[src/rtl/irq_vector_ctrl.sv]
`timescale 1ns/1ps
module irq_vector_ctrl #(
  parameter int N_SRC = 8,
  parameter int DATA_W = 8,
  parameter int ADDR_W = 8,
  parameter int VEC_STEP = 4,
  parameter logic [ADDR_W-1:0] VEC_ADDR = 8'hE2,
  parameter logic [ADDR_W-1:0] MASK_ADDR = 8'hE0
) (
  input  logic              clk,
  input  logic              rst_n,
  input  logic [N_SRC-1:0]  src_i,
  input  logic [ADDR_W-1:0] bus_addr,
  input  logic              bus_wr,
  input  logic [DATA_W-1:0] bus_wdata,
  input  logic              cpu_ack,
  output logic [DATA_W-1:0] bus_rdata,
  output logic              cpu_irq
);
  localparam int IDX_W = (N_SRC > 1) ? $clog2(N_SRC) : 1;

  logic [N_SRC-1:0] src_q, pend, en, rise, active, win_oh, drop;
  logic [IDX_W-1:0] win_idx;
  logic             hit;
  logic [DATA_W-1:0] vec;

  assign rise   = src_i & ~src_q;
  assign active = pend & en;
  assign cpu_irq = |active;

  always_comb begin
    hit = 1'b0;
    win_idx = '0;
    for (int i = N_SRC - 1; i >= 0; i--) begin
      if (active[i]) begin
        hit = 1'b1;
        win_idx = IDX_W'(i);
      end
    end
  end

  assign win_oh = hit ? (N_SRC'(1) << win_idx) : '0;
  assign vec    = hit ? DATA_W'((int'(win_idx) + 1) * VEC_STEP) : '0;

  wire wr_vec  = bus_wr && (bus_addr == VEC_ADDR);
  wire wr_mask = bus_wr && (bus_addr == MASK_ADDR);

  assign drop = wr_vec ? '1 : (cpu_ack ? win_oh : '0);

  always_ff @(posedge clk) begin
    if (!rst_n) begin
      src_q <= '0;
      pend  <= '0;
      en    <= '0;
    end else begin
      src_q <= src_i;
      pend  <= (pend & ~drop) | rise;
      if (wr_mask) en <= bus_wdata[N_SRC-1:0];
    end
  end

  always_comb begin
    if (bus_addr == VEC_ADDR)       bus_rdata = vec;
    else if (bus_addr == MASK_ADDR) bus_rdata = DATA_W'(en);
    else                            bus_rdata = '0;
  end
endmodule


[config.mk]
export PLATFORM = sky130hd
export DESIGN_NAME = irq_vector_ctrl
export DESIGN_NICKNAME = d
export VERILOG_FILES = /design/src/rtl/irq_vector_ctrl.sv
export SDC_FILE = /design/constraint.sdc
export NUM_CORES = 1
export LEC_CHECK = 0
export BUFFER_PORTS_ARGS = -buffer_cell sky130_fd_sc_hd__clkbuf_2
export CAP_MARGIN = 20
export CORE_UTILIZATION = 30
export DETAILED_ROUTE_END_ITERATION = 7
export PLACE_DENSITY = 0.5
export SLEW_MARGIN = 20
export SYNTH_ARGS = -nofsm -noshare
export SYNTH_HDL_FRONTEND = slang
export SYNTH_SLANG_ARGS = --single-unit
[constraint.sdc]
create_clock -name clk -period 4.5 [get_ports clk]
set_input_delay 0.225 -clock clk [delete_from_list [all_inputs] [get_ports clk]]
set_output_delay 0.225 -clock clk [all_outputs]
set_load 0.05 [all_outputs]
==> results.toml <==
[run_status]
outcome = "finished, final reports clean"

[setup_path]
crit_fanout = 3
reg2reg_depth = 7
end_kind = "output pin"
cp_cell_sequence = "a22o_1, nor2b_1, o211ai_1, inv_1, ha_1, ha_1, inv_1, o21ai_0, clkbuf_2"
max_stage_delay_ns = 0.33
critPathRequiredTime_ns = 4.28
critPathSlowestCell = "dfxtp_1"
cp_data_arrival_time_ns = 2.38
cp-start-kind = "flip-flop"
crit_type = "flip-flop to output pin"

[hold_path]
hold_depth = 3
hold_path.class = "input pin to flip-flop"

[sta]
hold_viol_final = 0
slew_headroom = 0.6594
final.period_utilization = 0.5780
fin_skew_ns = 0.006662
fmax_mhz = 384.5
setup_viol = 0
layout_min_cycle_time_ns = 2.601
slew_viol_final = 0
rsz0062_at_grt = "no"
setup_tns_ns = 0
worstMarginPinSlew_ns = 0.5087

[place]
portBuffers = 36
dp_hpwl_um = 2311
gp_congestion = 0.8765

[clock_network]
cts-root-buf = "clkbuf_8"
postCtsSetupBuffers = 0
cts_tree = "yes"
clock_path_buffers = 2
clk_latency_ns = 0.27
numCtsBuffers = 3
cts_sinks = 24
cts_hold_buf = 0
cts_htree_levels = 1
clk_pin_slew_ns = 0.08
cts_resized = 0

[finish]
finalNetCount = 211
fin_util = 0.3907
antennaDiodeCount = 0
drive_gt1_frac = 0.2670
syn_to_final_growth_pct = 21.52

[yosys]
synth_edf_count = 0
yosysTopAreaCell = "dfxtp_1"
synth_seq_cells = 24
yosysMostFrequentCell = "nand2_1"
yosysUniqueCellTypes = 28
synthTopCellsByArea = "dfxtp_1, nand2_1, ha_1, nand3_1, o21ai_0"
syn_inst = 140
ys.flop_type = "dfxtp_1"
yosys.area.top_type_share = 0.3992
async_flop_share = 0
synth_area_per_cell_sq_um = 8.598
syn_area_sq_um = 1204
synthTopCellsByCount = "nand2_1, dfxtp_1, nand3_1"
synth_warnings = 0
seq_area_frac_synth = 0.3992
syn_nets = 174

[floorplanning]
die_area_sq_um = 4269
ioPinCount = 37
die_y_um = 65.34
core-area_sq_um = 3744
die_w_um = 65.34
num_rows = 22
initial_utilization = 0.3215

[detailed_routing]
vias = 1108
dr.pass1.iters = 4
wl_um = 2961
avgViaCountPerCell = 4.946
drc = 0
drtAntennaViolNets = 0
wl_per_cell_um = 13.22
drt_iter0_markers = 38

[power_and_ir_drop]
power_switching_w = 0.00009094
sw_frac_of_total = 0.2220
p_comb_frac = 0.083
leakagePower_nw = 0.6812
intPower_w = 0.0003188
vdd_drop_max_mv = 0.1310
p_seq_frac = 0.562
power.density_nw_per_um2 = 280.1
clockPowerShare = 0.355

[flow_run]
cap_violations = 0

[grt]
grt_pass1_wl_um = 4843
antenna_found_initial = 0
grt_overflow = 0
grt_pass1_vias = 1080
grt_start_max_net_pins = 20
grt_util_all_layers = 0.1510
[power groups by stage]
stage	Clock [W]	Sequential (W)	Combinational, W
after floorplan	0	0.000233	0.0000185
after global placement	0	0.000235	0.0000334
after detailed placement	0	0.000235	0.0000342
after CTS	0.000149	0.000230	0.0000346
after global routing	0.000160	0.000231	0.0000388
final	0.000146	0.000230	0.0000340
[cell type report]
class / instances / area [sq um]
Sequential cell: 24 / 480.5
Fill cell: 414 / 2281
Multi-Input combinational cell: 102 / 649.4
Clock buffer: 4 / 55.05
Timing Repair Buffer: 36 / 180.2
Tap cell: 48 / 60.06
Inverter: 10 / 37.54
[registers in the layout (all words and copies together) (netlist names)]
name   flops
src_q      8
pend       8
en         8
[metrics by stage]
stage	instances	instance area, sq um	setup slack, ns	hold slack (ns)	power (W)
final	224	1463	1.899	0.1510	0.0004097
after floorplan	140	1204	1.661	0.3364	0.0002514
after global routing	224	1463	1.723	0.1660	0.0004293
after detailed placement	220	1408	2.200	0.4163	0.0002691
after CTS	224	1463	1.897	0.1511	0.0004135
after global placement	220	1408	2.247	0.4131	0.0002680
[cell families after synthesis]
family	count (synthesis)	share of synthesized area
compound gates	35	0.2027
fa+ha+maj	6	0.06237
flops	24	0.3992
simple gates	61	0.2744
buf+inv	14	0.06133
[critical path: cells and delay by family, from the launching register on]
kind                       cells  cell delay [ns]
DFF                            1             0.33
and+or+nand+nor                1             0.15
buffers and inverters          3             0.44
AOI/OAI and AO/OA              3             0.67
adders and majority gates      2             0.51
[cells in the final DEF, fill, tap and decap left out, types with 2 or more instances in the layout]
master    instances
clkbuf_2         36
nand2_1          28
dfxtp_1          24
nand3_1          15
inv_1            10
o21ai_0           9
a21boi_1          6
o22ai_1           6
ha_1              6
o211ai_1          4
and3_2            4
and2_1            4
clkbuf_8          4
nor2b_1           3
a22o_1            2
a22oi_1           2
a41o_1            2
a21boi_0          2
[layer usage]
metal / part of all wire / track usage / up-vias
met4: 0.011 / 0.05707 / 0
li1: - / - / 567
met5: 0 / 0 / -
met1: 0.51 / 0.2017 / 512
met2: 0.45 / 0.2410 / 26
met3: 0.034 / 0.02604 / 3
[worst paths after layout]
check	start	end	slack [ns]
setup / recovery	pend[6]	bus_rdata[4]	1.90
hold reg to reg	src_q[1]	pend[1]	0.42
setup reg to reg	en[2]	pend[7]	2.52
hold / removal	src_i[6]	src_q[6]	0.15
Note: power is estimated with default switching activity, not from simulation.
